<file path="src/rtl/burst_seq_pkg.sv">
package burst_seq_pkg;

    typedef enum logic {
        ORD_WRAP = 1'b0,
        ORD_XOR  = 1'b1
    } order_e;

    localparam int DEF_ADDR_W     = 32;
    localparam int DEF_LINE_WORDS = 4;
    localparam int DEF_BYTE_OFF_W = 2;

endpackage

</file>
<file path="src/rtl/burst_order_gen.sv">
module burst_order_gen
    import burst_seq_pkg::*;
#(
    parameter int IDX_W = 2
) (
    input  logic [IDX_W-1:0] start_idx_i,
    input  logic [IDX_W-1:0] beat_i,
    input  order_e           order_i,
    output logic [IDX_W-1:0] word_idx_o
);

    logic [IDX_W-1:0] wrap_idx;
    logic [IDX_W-1:0] xor_idx;

    // The sum wraps because it is truncated to IDX_W bits.
    assign wrap_idx = start_idx_i + beat_i;

    for (genvar b = 0; b < IDX_W; b++) begin : g_xor_bit
        assign xor_idx[b] = start_idx_i[b] ^ beat_i[b];
    end

    always_comb begin
        unique case (order_i)
            ORD_XOR:  word_idx_o = xor_idx;
            default:  word_idx_o = wrap_idx;
        endcase
    end

endmodule

</file>
<file path="src/rtl/burst_ctrl.sv">
module burst_ctrl
    import burst_seq_pkg::*;
#(
    parameter int ADDR_W     = 32,
    parameter int IDX_W      = 2,
    parameter int LINE_OFF_W = 4
) (
    input  logic                     clk,
    input  logic                     rst_n,
    input  logic                     start_i,
    input  logic [ADDR_W-1:0]        req_addr_i,
    input  logic                     order_sel_i,
    input  logic                     mem_rdy_i,
    output logic                     busy_o,
    output logic [IDX_W-1:0]         beat_o,
    output logic [IDX_W-1:0]         start_idx_o,
    output order_e                   order_o,
    output logic [ADDR_W-LINE_OFF_W-1:0] line_o,
    output logic                     last_o,
    output logic                     done_o
);

    localparam int               LINE_W    = ADDR_W - LINE_OFF_W;
    localparam logic [IDX_W-1:0] LAST_BEAT = '1;

    typedef struct packed {
        logic              busy;
        logic [IDX_W-1:0]  beat;
        logic [IDX_W-1:0]  start_idx;
        order_e            order;
        logic [LINE_W-1:0] line;
    } ctrl_st_t;

    ctrl_st_t st_q, st_d;
    logic     accept_d;
    logic     advance_d;
    logic     final_beat_d;

    logic unused_low_bits;
    assign unused_low_bits = ^req_addr_i[LINE_OFF_W-IDX_W-1:0];

    always_comb begin
        st_d         = st_q;
        final_beat_d = st_q.busy && (st_q.beat == LAST_BEAT);
        accept_d     = start_i && !st_q.busy;
        advance_d    = st_q.busy && mem_rdy_i;

        if (accept_d) begin
            st_d.busy      = 1'b1;
            st_d.beat      = '0;
            st_d.start_idx = req_addr_i[LINE_OFF_W-1:LINE_OFF_W-IDX_W];
            st_d.order     = order_e'(order_sel_i);
            st_d.line      = req_addr_i[ADDR_W-1:LINE_OFF_W];
        end else if (advance_d) begin
            st_d.beat = st_q.beat + 1'b1;
            if (final_beat_d) begin
                st_d.busy = 1'b0;
            end
        end
    end

    always_ff @(posedge clk or negedge rst_n) begin
        if (!rst_n) begin
            st_q <= '0;
        end else begin
            st_q <= st_d;
        end
    end

    assign busy_o      = st_q.busy;
    assign beat_o      = st_q.beat;
    assign start_idx_o = st_q.start_idx;
    assign order_o     = st_q.order;
    assign line_o      = st_q.line;
    assign last_o      = final_beat_d;
    assign done_o      = final_beat_d && mem_rdy_i;

endmodule

</file>
<file path="src/rtl/burst_addr_fmt.sv">
module burst_addr_fmt #(
    parameter int ADDR_W     = 32,
    parameter int IDX_W      = 2,
    parameter int BYTE_OFF_W = 2
) (
    input  logic                                busy_i,
    input  logic [ADDR_W-IDX_W-BYTE_OFF_W-1:0]  line_i,
    input  logic [IDX_W-1:0]                    word_idx_i,
    output logic [ADDR_W-1:0]                   word_addr_o
);

    logic [ADDR_W-1:0] addr_d;

    always_comb begin
        addr_d = {line_i, word_idx_i, {BYTE_OFF_W{1'b0}}};
        word_addr_o = busy_i ? addr_d : '0;
    end

endmodule

</file>
<file path="src/rtl/burst_line_seq.sv">
module burst_line_seq
    import burst_seq_pkg::*;
#(
    parameter int ADDR_W     = DEF_ADDR_W,
    parameter int LINE_WORDS = DEF_LINE_WORDS,
    parameter int BYTE_OFF_W = DEF_BYTE_OFF_W
) (
    input  logic              clk,
    input  logic              rst_n,
    input  logic              start_i,
    input  logic [ADDR_W-1:0] req_addr_i,
    input  logic              order_sel_i,
    input  logic              mem_rdy_i,
    output logic [ADDR_W-1:0] word_addr_o,
    output logic              last_o,
    output logic              done_o,
    output logic              busy_o
);

    localparam int IDX_W      = $clog2(LINE_WORDS);
    localparam int LINE_OFF_W = IDX_W + BYTE_OFF_W;
    localparam int LINE_W     = ADDR_W - LINE_OFF_W;

    logic [IDX_W-1:0]  beat;
    logic [IDX_W-1:0]  start_idx;
    logic [IDX_W-1:0]  word_idx;
    order_e            order;
    logic [LINE_W-1:0] line;

    burst_ctrl #(
        .ADDR_W     (ADDR_W),
        .IDX_W      (IDX_W),
        .LINE_OFF_W (LINE_OFF_W)
    ) u_ctrl (
        .clk         (clk),
        .rst_n       (rst_n),
        .start_i     (start_i),
        .req_addr_i  (req_addr_i),
        .order_sel_i (order_sel_i),
        .mem_rdy_i   (mem_rdy_i),
        .busy_o      (busy_o),
        .beat_o      (beat),
        .start_idx_o (start_idx),
        .order_o     (order),
        .line_o      (line),
        .last_o      (last_o),
        .done_o      (done_o)
    );

    burst_order_gen #(
        .IDX_W (IDX_W)
    ) u_order (
        .start_idx_i (start_idx),
        .beat_i      (beat),
        .order_i     (order),
        .word_idx_o  (word_idx)
    );

    burst_addr_fmt #(
        .ADDR_W     (ADDR_W),
        .IDX_W      (IDX_W),
        .BYTE_OFF_W (BYTE_OFF_W)
    ) u_fmt (
        .busy_i      (busy_o),
        .line_i      (line),
        .word_idx_i  (word_idx),
        .word_addr_o (word_addr_o)
    );

endmodule

</file>
<file path="config.mk">
export PLATFORM = sky130hd
export DESIGN_NAME = burst_line_seq
export DESIGN_NICKNAME = d
export VERILOG_FILES = /design/src/rtl/burst_seq_pkg.sv /design/src/rtl/burst_order_gen.sv /design/src/rtl/burst_ctrl.sv /design/src/rtl/burst_addr_fmt.sv /design/src/rtl/burst_line_seq.sv
export SDC_FILE = /design/constraint.sdc
export NUM_CORES = 1
export LEC_CHECK = 0
export BUFFER_PORTS_ARGS = -buffer_cell sky130_fd_sc_hd__buf_4
export CORE_MARGIN = 3
export CORE_UTILIZATION = 46
export CTS_CLUSTER_DIAMETER = 150
export DETAILED_ROUTE_END_ITERATION = 16
export GPL_TIMING_DRIVEN = 0
export PLACE_DENSITY = 0.88
export SLEW_MARGIN = 15
export SYNTH_ARGS = -nofsm -noshare
export SYNTH_HDL_FRONTEND = slang
export SYNTH_SLANG_ARGS = --single-unit
</file>
<file path="constraint.sdc">
create_clock -name clk -period 1.5 [get_ports clk]
set_input_delay 0.075 -clock clk [delete_from_list [all_inputs] [get_ports clk]]
set_output_delay 0.075 -clock clk [all_outputs]
set_load 0.05 [all_outputs]
</file>
Yosys cells after proc, flatten, opt, wreduce, memory -nomap -nowiden:

Cells that the tools add are included.

* bits in registers: 34
* bits in latches: 0
* bits in writable memories: 0
* ROM bits: 0
* input bits: 37
* output and inout port bits: 35
* word-level logic and storage cells: 23
* memories: 0

* add/sub/neg operators: 2
* multipliers: 0
* div/mod/pow operators: 0
* magnitude comparators: 0
* equality and inequality tests: 1
* shift-type cells: 0
* mux-type cells: 5
* bitwise gates (word level): 2
* reductions and logical operators: 8

Operators with widths (count)
* $mux 32: 1
* $mux 3: 2
* $logic_and 1x1->1: 4
* $reduce_bool 2->1: 2
* $add 2x1->2 const B: 1
* $add 2x2->2: 1
* $eq 2x2->1 const B: 1
* $mux 2: 1
* $reduce_and 2->1: 1
* $xor 1x1->1: 2
* $logic_not 1->1: 1
* $mux 1: 1

Depth between registers and ports, before layout:

Gate-level depths: netlist (run 1).

* depth after elaboration: 5
* gate-level depth with buffers: 4

By module:

From an unflattened synthesis (run 1), not the netlist that was laid out.

* cell total of the unflattened synthesis: 118
* area, all modules: 1737.9 sq um

Modules (own cells, without submodules)
* burst_ctrl: instances 1, cells each 78, area an instance 1442.6 sq um, seq. area each 850.8 sq um
* burst_addr_fmt: instances 1, cells each 36, area an instance 259.0 sq um, seq. area each 0.0 sq um
* burst_order_gen: instances 1, cells each 4, area an instance 36.3 sq um, seq. area each 0.0 sq um

Worst setup path after synthesis (run 1):

OpenSTA, ideal clock, no wires.

* path kind: register -> output
* from: register u_ctrl.st_q (netlist bit u_ctrl.busy_o)
* to: output port word_addr_o[10]
* arrival: 1.506 ns
* slack: -0.081 ns
* cell stages (with the launch flop): 4
* path buffers: 2
* path through: dfrtp_1 -> buf_4 -> clkbuf_1 -> and2_1

* cells in the longest elaborated chain, start to end: 1

Ends and longest elaborated chain
* start: declaration: RTL line burst_ctrl.sv:34 `ctrl_st_t st_q, st_d;`
* start signal: assignment: RTL line burst_ctrl.sv:66 `st_q <= st_d;`
* $mux 32: RTL line burst_addr_fmt.sv:16 `word_addr_o = busy_i ? addr_d : '0;`
* end: declaration: RTL line burst_line_seq.sv:14 `output logic [ADDR_W-1:0] word_addr_o,`

No other way between the ends.

Worst setup path after layout (run 1):

* from: register u_ctrl.st_q (netlist bit u_ctrl.beat_o[1])
* to: output port word_addr_o[3]

* cells in the longest elaborated chain, start to end: 3
* elaborated cells on any way between the ends: 4
* classes of those cells: 1 x add/sub; 2 x mux; 1 x bitwise

Ends and longest elaborated chain
* $add 2x2->2 or $xor 1x1->1 (tied branches): RTL line burst_order_gen.sv:16, burst_order_gen.sv:19
* $mux 2 *: RTL line burst_order_gen.sv:23 `unique case (order_i)`
* $mux 32 *: RTL line burst_addr_fmt.sv:16

Every way passes the cells marked *; elsewhere a longest branch is shown, timed or not.

==> impl_metrics.csv, run 1 <==
group,metric,value,unit
layout,num-nets-final,273,
floorplanning,initial_core_util,50.1,%
flow_run,max_cap_viol_count,0,
logic_synthesis,synth_cell_types,19,
timing,clock.fmax,0.635,GHz
worst_setup_path,arrival,1500,ps
clock_network,cts_buffer_depth,2,
worst_setup_path,ff2ff_path_depth,4,
clock_network,numCtsBuffers,5,
timing,fin_worst_skew,7.17,ps
worst_setup_path,crit_fanout,4,
timing,min_period_over_period,105,%
place,place.gp.congestion,0.733,
layout,final_area,0.00271,mm²
worst_setup_path,cp.depth,4,
global_route,grt_max_degree,35,
floorplanning,die_h,64.8,µm
route,drtIter0Drc,6,
place,hpwl,2530,µm
worst_hold_path,hold_depth,3,
route,ant_nets,0,
place,dpl-instance-area,0.00219,mm²
timing,finalSetupTns,-165,ps
worst_setup_path,worst_path_most_repeated_cell,"xnor2_2",
worst_hold_path,hold_start,"mem_rdy_i",
worst_hold_path,hold_path.class,"input pin to register",
logic_synthesis,postSynthCellCount,121,
floorplanning,rows,20,
worst_setup_path,critPathRequiredTime,1420,ps
floorplanning,num_io_pins,72,
logic_synthesis,synth_area_per_cell,13.2,µm²
floorplanning,die_x,64.8,µm
worst_setup_path,endpoint_kind,"output port",
worst_setup_path,slowest_stage,"dfrtp_1",
layout,final_cell_mix,"70 x buf_4, 33 x dlygate4sd3_1, 33 x dfrtp_1, 30 x mux2_2, 27 x and2_2",
logic_synthesis,synth_warnings,0,
timing,layout_setup_ws,-76.0,ps
worst_setup_path,r2r_start,"u_ctrl.busy_o$_DFFE_PN0P_",
clock_network,cts.sinks,34,
place,place_ws,113,ps
clock_network,cts_tree,"done",
route,postRouteWirelength,4300,µm
worst_hold_path,hold_end,"u_ctrl.busy_o$_DFFE_PN0P_",
clock_network,clock_latency,340,ps
global_route,grt_antenna_before_repair,0,
floorplanning,dieArea,0.00420,mm²
worst_setup_path,worst_path_dominant_cell_family,"flip-flops",
layout,diodes,0,
worst_setup_path,max_stage_delay,480,ps
clock_network,root_buffer,"clkbuf_4",
worst_setup_path,path_buf_inv,1,
layout,nFillCells,153,
place,portBuffers,67,
timing,rsz0062_at_grt,"yes",
timing,layout_min_cycle_time,1580,ps
worst_setup_path,critical_path_class,"register to output port",
route,drtPass1Iterations,4,
route,vias_per_cell,4.69,
status,status,"complete, but fails checks",
worst_setup_path,r2r-end,"u_ctrl.line_o[7]$_DFFE_PN0P_",
layout,final_common_cell,"buf_4",
route,wl_per_cell,15.5,µm
floorplanning,core-area,0.00318,mm²
global_route,grt_pass1_wl,6830,µm
clock_network,clkTransAtPathRegs,100,ps
status,violations,"setup timing",
route,num_vias,1305,
route,drc,0,
layout,drive_gt1_share,65.8,%
layout,area_growth,69.8,%
worst_setup_path,path_cells,"xnor2_2 -> xnor2_2 -> and2_4 -> buf_8",
logic_synthesis,syn_area,0.00159,mm²
timing,report.final.slew_viol_count,0,
logic_synthesis,ys_seq_elements,34,
global_route,gr-usage-all-layers,21.7,%
worst_setup_path,start_kind,"register",
logic_synthesis,ys_seq_area_share,53.4,%
timing,setup_violations,3,
worst_setup_path,regToRegSetupSlack,40,ps
global_route,grt_pass1_vias,1425,
global_route,grt_remaining_overflow,0,
clock_network,cts_max_level,2,
timing,hold_viol_final,0,
[worst min-delay path, stage by stage]
cell	delay, ps
buf_4	100
and3_4	200
nor2_1	50
[synthesized netlist by cell type (all sizes together)]
cell / n / share of area, %
clkbuf: 6 / 3.3
mux2: 32 / 23
and2: 31 / 12
xor2: 1 / 0.55
nand2b: 1 / 0.39
buf: 3 / 1.4
conb: 1 / 0.24
ha: 2 / 1.6
o21ai: 1 / 0.31
nand2: 1 / 0.24
nor2b: 2 / 1.3
a22o: 1 / 0.55
dfrtp: 34 / 53
nor2: 2 / 0.47
and3: 1 / 0.39
xnor2: 2 / 1.1
[how the worst max path moves through the flow]
stage	start	endpoint
finish	u_ctrl.beat_o[1]$_DFFE_PN0P_	word_addr_o[3]
global route	u_ctrl.beat_o[0]$_DFFE_PN0P_	word_addr_o[3]
CTS	u_ctrl.beat_o[0]$_DFFE_PN0P_	word_addr_o[3]
detailed placement	u_ctrl.busy_o$_DFFE_PN0P_	u_ctrl.line_o[16]$_DFFE_PN0P_
global placement	u_ctrl.busy_o$_DFFE_PN0P_	u_ctrl.line_o[20]$_DFFE_PN0P_
floorplan	u_ctrl.busy_o$_DFFE_PN0P_	u_ctrl.line_o[0]$_DFFE_PN0P_
[routing by layer]
metal,part of all wire (%),track usage [%],vias up
li1,-,-,622
met1,39,24.2,622
met2,52,38.3,55
met3,8.0,6.07,6
met4,1.1,9.50,0
met5,0,0,-
[metrics by stage]
step | hold slack (ps) | utilization, % | std cells
final | 117 | 85.1 | 278
after global routing | 93.8 | 85.1 | 278
after CTS | 69.0 | 83.3 | 275
after detailed placement | 45.7 | 69.0 | 233
after global placement | 36.7 | 69.0 | 233
after floorplan | -221 | - | 122
[what timing repair did]
item,CTS,global route
gates cloned,0,0
setup buffers,3,3
pin swaps,3,2
gates resized for setup,18,8
hold buffers,33,0
hold endpoints to repair,67,0
setup endpoints to repair,29,54
[state kept, by name (all words and copies together), names as in the netlist]
signal              count
u_ctrl.line_o          28
u_ctrl.order_o          1
u_ctrl.busy_o           1
u_ctrl.start_idx_o      2
u_ctrl.beat_o           2
[cell type report]
cell class	instances	area (µm²)	area share [%]
timing repair buffer	106	908	33.6
sequential	34	852	31.5
multi-input combinational	79	752	27.8
buffer	8	82.6	3.05
clock buffer	7	55.1	2.04
tap	44	55.1	2.04
[cell families (layout without fill, tap and decap cells)]
kind of cell	after synthesis	after routing	synth area share (%)
xor+xnor	3	3	1.65
mux	32	32	22.6
fa+ha+maj	2	2	1.57
buf+inv	9	121	4.71
flops	34	34	53.4
simple gates	38	38	14.9
compound gates	2	2	0.864
other cells	1	2	0.235
Power of run 1 is left out: the tool's default activity adds up to more than one toggle a clock period on the data nets, which glitch-free logic cannot reach.
==> inputs of run 2 (changes only) <==
Settings changed: ABC_AREA set to 1, CORE_UTILIZATION 46 to 47, HOLD_SLACK_MARGIN set to 0.1.
Clock period 1.5 ns to 1.7 ns, I/O delays scaled along.
==> impl_metrics.csv, run 2 <==
group,metric,value,unit
logic_synthesis,synth_top_area_cell,"dfrtp_1",
timing,hold_viol_final,0,
logic_synthesis,synth_top_cell_area_share,49.9,%
layout,final_cell_mix,"94 x nand2_1, 71 x buf_4, 35 x inv_1, 34 x dfrtp_1",
route,drtIter0Drc,98,
global_route,gr-usage-all-layers,22.8,%
worst_setup_path,critical_path_class,"register to output port",
timing,min_period_over_period,90.0,%
route,routed-wl-met3,312,µm
layout,nFillCells,244,
logic_synthesis,synth_area_per_cell,7.58,µm²
logic_synthesis,synth.most_common_cell,"nand2_1",
worst_hold_path,hold_depth,3,
worst_setup_path,path_buf_inv,4,
worst_hold_path,hold_start,"start_i",
route,met2_length,2420,µm
clock_network,clkTransAtPathRegs,90,ps
worst_setup_path,r2r_start,"u_ctrl.busy_o$_DFFE_PN0P_",
route,vias_per_cell,4.63,
layout,diodes,0,
timing,report.final.slew_viol_count,0,
global_route,grt_max_degree,35,
logic_synthesis,synth-edff-count,0,
place,place_ws,542,ps
floorplanning,core-area,0.00342,mm²
layout,final_area,0.00265,mm²
route,drtPass1Iterations,4,
status,status,"finished, final reports clean",
clock_network,cts_max_level,2,
floorplanning,initial_core_util,49.9,%
clock_network,cts_tree,"done",
logic_synthesis,synth_cell_types,17,
place,hpwl,2930,µm
logic_synthesis,dominantRegCellSynth,"dfrtp_1",
layout,largest_register_ffs,28,
power_and_ir_drop,powerDensity,1950,mW/mm²
logic_synthesis,async_reset_ff_share,100,%
logic_synthesis,ys_seq_elements,34,
worst_setup_path,path_cells,"buf_6 -> buf_2 -> nand2_1 -> inv_1 -> buf_4",
clock_network,clock_latency,330,ps
place,place.gp.congestion,0.735,
power_and_ir_drop,vdd_drop_max,1.39,mV
route,ant_nets,0,
worst_hold_path,hold_path.class,"input pin to register",
floorplanning,die_x,66.2,µm
floorplanning,die_h,66.2,µm
flow_run,max_cap_viol_count,0,
clock_network,cts_buffer_depth,2,
worst_setup_path,max_stage_delay,390,ps
layout,post-route-util,77.4,%
timing,rsz0062_at_grt,"no",
timing,clock.fmax,0.654,GHz
worst_setup_path,regToRegSetupSlack,580,ps
layout,final_common_cell,"nand2_1",
clock_network,numCtsBuffers,5,
timing,finalSetupTns,0,ps
worst_setup_path,r2r-end,"u_ctrl.line_o[14]$_DFFE_PN0P_",
global_route,grt_pass1_vias,1725,
logic_synthesis,syn_area,0.00171,mm²
floorplanning,num_io_pins,72,
clock_network,root_buffer,"clkbuf_4",
clock_network,post-cts-setup-buffer-count,0,
clock_network,cts_resized,0,
global_route,grt_antenna_before_repair,0,
worst_hold_path,hold_end,"u_ctrl.start_idx_o[1]$_DFFE_PN0P_",
route,drc,0,
route,wl_met1,1830,µm
route,highest_layer,"met4",
logic_synthesis,postSynthCellCount,225,
logic_synthesis,ys_seq_area_share,49.9,%
worst_setup_path,start_kind,"register",
worst_setup_path,endpoint_kind,"output port",
worst_setup_path,critPathRequiredTime,1620,ps
layout,drive_gt1_share,27.0,%
layout,area_growth,55.1,%
clock_network,cts_hold_buf,33,
global_route,grt_remaining_overflow,0,
logic_synthesis,synth_warnings,0,
timing,fin_worst_skew,3.45,ps
worst_setup_path,arrival,1440,ps
floorplanning,rows,21,
worst_setup_path,ff2ff_path_depth,6,
clock_network,cts.sinks,34,
timing,layout_min_cycle_time,1530,ps
route,wl_per_cell,12.3,µm
timing,layout_setup_ws,170,ps
route,num_vias,1756,
power_and_ir_drop,p_leak,0.00163,µW
global_route,grt_pass1_wl,7490,µm
logic_synthesis,yosys-top-cells-count,"94 x nand2_1, 35 x inv_1, 34 x dfrtp_1",
place,dpl-instance-area,0.00227,mm²
worst_setup_path,slowest_stage,"dfrtp_1",
route,postRouteWirelength,4640,µm
floorplanning,dieArea,0.00439,mm²
timing,setup_violations,0,
worst_setup_path,crit_fanout,10,
worst_setup_path,worst_path_dominant_cell_family,"buffers and inverters",
layout,num-nets-final,372,
logic_synthesis,netlist_top_cells_area,"dfrtp_1 50%, nand2_1 21%, nand3_1 9.7%",
place,portBuffers,67,
==> run 2: cell types whose count changed after synthesis, sizes merged, moves of 2 or more <==
cell,before,now
a21oi,0,3
and2,31,0
buf,3,15
clkbuf,6,0
inv,0,36
mux2,32,0
nand2,1,95
nand3,0,33
nor2,2,4
nor2b,2,0
xnor2,2,0
==> run 2: metrics by stage <==
step | power [µW] | cells | hold slack, ps
finish | 5160 | 379 | 112
global route | 5500 | 379 | 129
CTS | 5160 | 379 | 111
detailed placement | 4700 | 339 | 53.3
global placement | 4610 | 339 | 51.1
floorplan | 3740 | 226 | -211
==> run 2: power breakdown <==
group	internal [µW]	switching, µW	total [µW]
Sequential	1170	207	1370
Combinational	1050	2340	3390
Clock	156	243	399
==> run 2: worst min-delay path, stage by stage <==
cell and delay, ps:
buf_4 130, nand2_4 110, a21oi_1 80
==> run 2: area by class of cell <==
type                            instances  area (µm²)  share of cell area, %
Buffer                                 15         114                   4.30
Clock buffer                            7        45.0                   1.70
Inverter                               36         138                   5.20
Multi-Input combinational cell        141         607                   22.9
Sequential cell                        34         851                   32.2
Tap cell                               46        57.6                   2.18
Timing Repair Buffer                  100         833                   31.5
==> run 2: worst max-delay path by stage <==
stage	startpoint	endpoint	slack, ps	cells past startpoint
after global routing	u_ctrl.busy_o$_DFFE_PN0P_	word_addr_o[9]	60	5
after detailed placement	u_ctrl.busy_o$_DFFE_PN0P_	last_o	540	5
after floorplan	u_ctrl.busy_o$_DFFE_PN0P_	done_o	40	3
after global placement	u_ctrl.busy_o$_DFFE_PN0P_	last_o	560	5
final	u_ctrl.busy_o$_DFFE_PN0P_	word_addr_o[16]	170	5
after CTS	u_ctrl.busy_o$_DFFE_PN0P_	last_o	170	5
==> run 2: logic make-up (layout without fill, tap and decap cells) <==
kind of cell | count (synthesis) | in the layout | share of synthesized area (%)
fa+ha+maj | 2 | 2 | 1.47
compound gates | 5 | 5 | 1.76
other cells | 1 | 2 | 0.220
buf+inv | 51 | 158 | 14.7
simple gates | 132 | 132 | 31.9
flops | 34 | 34 | 49.9
==> run 2: layer usage <==
| layer | global-route usage, % | vias up |
|---|---|---|
| li1 | - | 882 |
| met1 | 24.5 | 795 |
| met2 | 41.8 | 65 |
| met3 | 7.14 | 14 |
| met4 | 7.36 | 0 |
| met5 | 0 | - |
(Power assumes the default switching activity.)
==> inputs of run 3 (changes only) <==
Clock period 1.7 ns to 1.5 ns, I/O delays scaled along.
==> impl_metrics.csv, run 3 (synthesized netlist as in run 2, its figures left out) <==
group,metric,value,unit
status,status,"finished, final reports clean",
route,num_vias,1766,
worst_setup_path,critPathRequiredTime,1420,ps
timing,report.final.slew_viol_count,0,
global_route,use_met1,24.2,%
place,portBuffers,67,
timing,min_period_over_period,95.7,%
worst_setup_path,r2r-end,"u_ctrl.line_o[13]$_DFFE_PN0P_",
floorplanning,num_io_pins,72,
route,postRouteWirelength,4520,µm
floorplanning,core-area,0.00342,mm²
layout,drive_gt1_share,29.3,%
power_and_ir_drop,powerDensity,2210,mW/mm²
worst_setup_path,crit_fanout,3,
floorplanning,rows,21,
clock_network,numCtsBuffers,5,
global_route,top_usage_layer,"met2",
worst_setup_path,regToRegSetupSlack,390,ps
clock_network,cts_tree,"done",
layout,area_growth,58.9,%
global_route,gr-usage-all-layers,21.9,%
layout,final_common_cell,"nand2_1",
floorplanning,initial_core_util,49.9,%
worst_hold_path,hold_path.class,"input pin to async pin",
worst_setup_path,max_stage_delay,390,ps
worst_setup_path,start_kind,"register",
clock_network,root_buffer,"clkbuf_4",
worst_setup_path,cp.depth,6,
global_route,grt_remaining_overflow,0,
power_and_ir_drop,total_power,5980,µW
place,place_ws,352,ps
timing,layout_min_cycle_time,1430,ps
timing,rsz0062_at_grt,"yes",
route,drc,0,
layout,final_area,0.00271,mm²
timing,hold_viol_final,0,
route,vias_per_cell,4.64,
timing,clock.fmax,0.697,GHz
timing,fin_worst_skew,2.44,ps
floorplanning,die_h,66.2,µm
place,place.gp.congestion,0.736,
timing,layout_setup_ws,65.2,ps
global_route,grt_pass1_wl,7220,µm
clock_network,cts_buffer_depth,2,
floorplanning,die_x,66.2,µm
global_route,grt_antenna_before_repair,0,
worst_setup_path,worst_path_dominant_cell_family,"flip-flops",
worst_setup_path,endpoint,"word_addr_o[3]",
worst_setup_path,ff2ff_path_depth,6,
worst_setup_path,critical_path_class,"register to output port",
layout,largest_register_ffs,28,
route,wl_per_cell,11.9,µm
worst_setup_path,r2r_start,"u_ctrl.busy_o$_DFFE_PN0P_",
power_and_ir_drop,p_leak,0.00166,µW
clock_network,cts.sinks,34,
worst_setup_path,startpoint,"u_ctrl.beat_o[0]$_DFFE_PN0P_",
power_and_ir_drop,vdd_drop_max,1.40,mV
global_route,grt_use_met3,5.78,%
place,dpl-instance-area,0.00227,mm²
global_route,grt_max_degree,35,
timing,finalSetupTns,0,ps
layout,diodes,0,
place,hpwl,2810,µm
layout,nFillCells,254,
place,dp.cells,339,
route,ant_nets,0,
route,drtIter0Drc,56,
layout,num-nets-final,375,
worst_setup_path,path_cells,"ha_2 -> nand2_2 -> nand3_2 -> nand2_1 -> nor2_2 -> buf_6",
clock_network,cts_max_level,2,
flow_run,max_cap_viol_count,0,
layout,finalNonFillerCells,381,
worst_setup_path,slowest_stage,"dfrtp_1",
worst_setup_path,arrival,1360,ps
worst_setup_path,path_buf_inv,1,
floorplanning,dieArea,0.00439,mm²
clock_network,clock_latency,330,ps
timing,setup_violations,0,
layout,final_cell_mix,"93 x nand2_1, 73 x buf_4, 35 x inv_1, 34 x dlygate4sd3_1, 34 x dfrtp_1",
worst_setup_path,endpoint_kind,"output port",
global_route,grt_use_met2,41.3,%
global_route,grt_pass1_vias,1640,
route,drtPass1Iterations,4,
clock_network,clkTransAtPathRegs,90,ps
run 3: changes by cell type in the layout (fill, tap and decap cells not counted), moves of 2 or more:
cell	delta
nor2_1	-2
buf_4	+2
clkbuf_1	-2
buf_2	-3
buf_6	+3
nor2_2	+2
run 3: how the worst min path moves through the flow:
stage | startpoint | end | slack (ps) | cells after the start
6_report | rst_n | u_ctrl.start_idx_o[1]$_DFFE_PN0P_ | 220 | 2
5_1_grt | rst_n | u_ctrl.line_o[8]$_DFFE_PN0P_ | 250 | 2
4_1_cts | rst_n | u_ctrl.start_idx_o[1]$_DFFE_PN0P_ | 220 | 2
3_5_place_dp | rst_n | u_ctrl.start_idx_o[1]$_DFFE_PN0P_ | 40 | 1
3_3_place_gp | rst_n | u_ctrl.start_idx_o[1]$_DFFE_PN0P_ | 40 | 1
2_1_floorplan | rst_n | u_ctrl.beat_o[0]$_DFFE_PN0P_ | -220 | 0
run 3: final cells by class:
cell class	count	area, µm²	area share (%)
Buffer	15	121	4.48
Clock buffer	6	51.3	1.89
Timing Repair Buffer	103	870	32.1
Inverter	36	138	5.08
Multi-Input combinational cell	141	622	22.9
Tap cell	46	57.6	2.12
Sequential cell	34	851	31.4
run 3: power by group:
| group | internal [µW] | switching, µW | total [µW] |
|---|---|---|---|
| logic | 1280 | 2670 | 3950 |
| clock network | 211 | 275 | 486 |
| registers | 1320 | 223 | 1540 |
| total | 2820 | 3170 | 5980 |
run 3: metrics by stage:
stage	util (%)	hold WS, ps
after floorplan	-	-221
after global placement	66.6	40.5
after detailed placement	66.6	44.2
after CTS	78.5	223
after global routing	79.3	245
final	79.3	225
run 3: what timing repair did:
action,4_1_cts,5_1_grt
buffers inserted,1,1
pin swaps,0,5
gates resized for setup,3,6
endpoints found under the hold margin,66,0
setup endpoints to repair,10,18
hold buffers,34,0
run 3: metal layers:
metal | up-vias | share of wire, %
met5 | - | 0
met4 | 0 | 0.86
met3 | 5 | 5.1
met2 | 58 | 54
met1 | 817 | 40
li1 | 886 | -
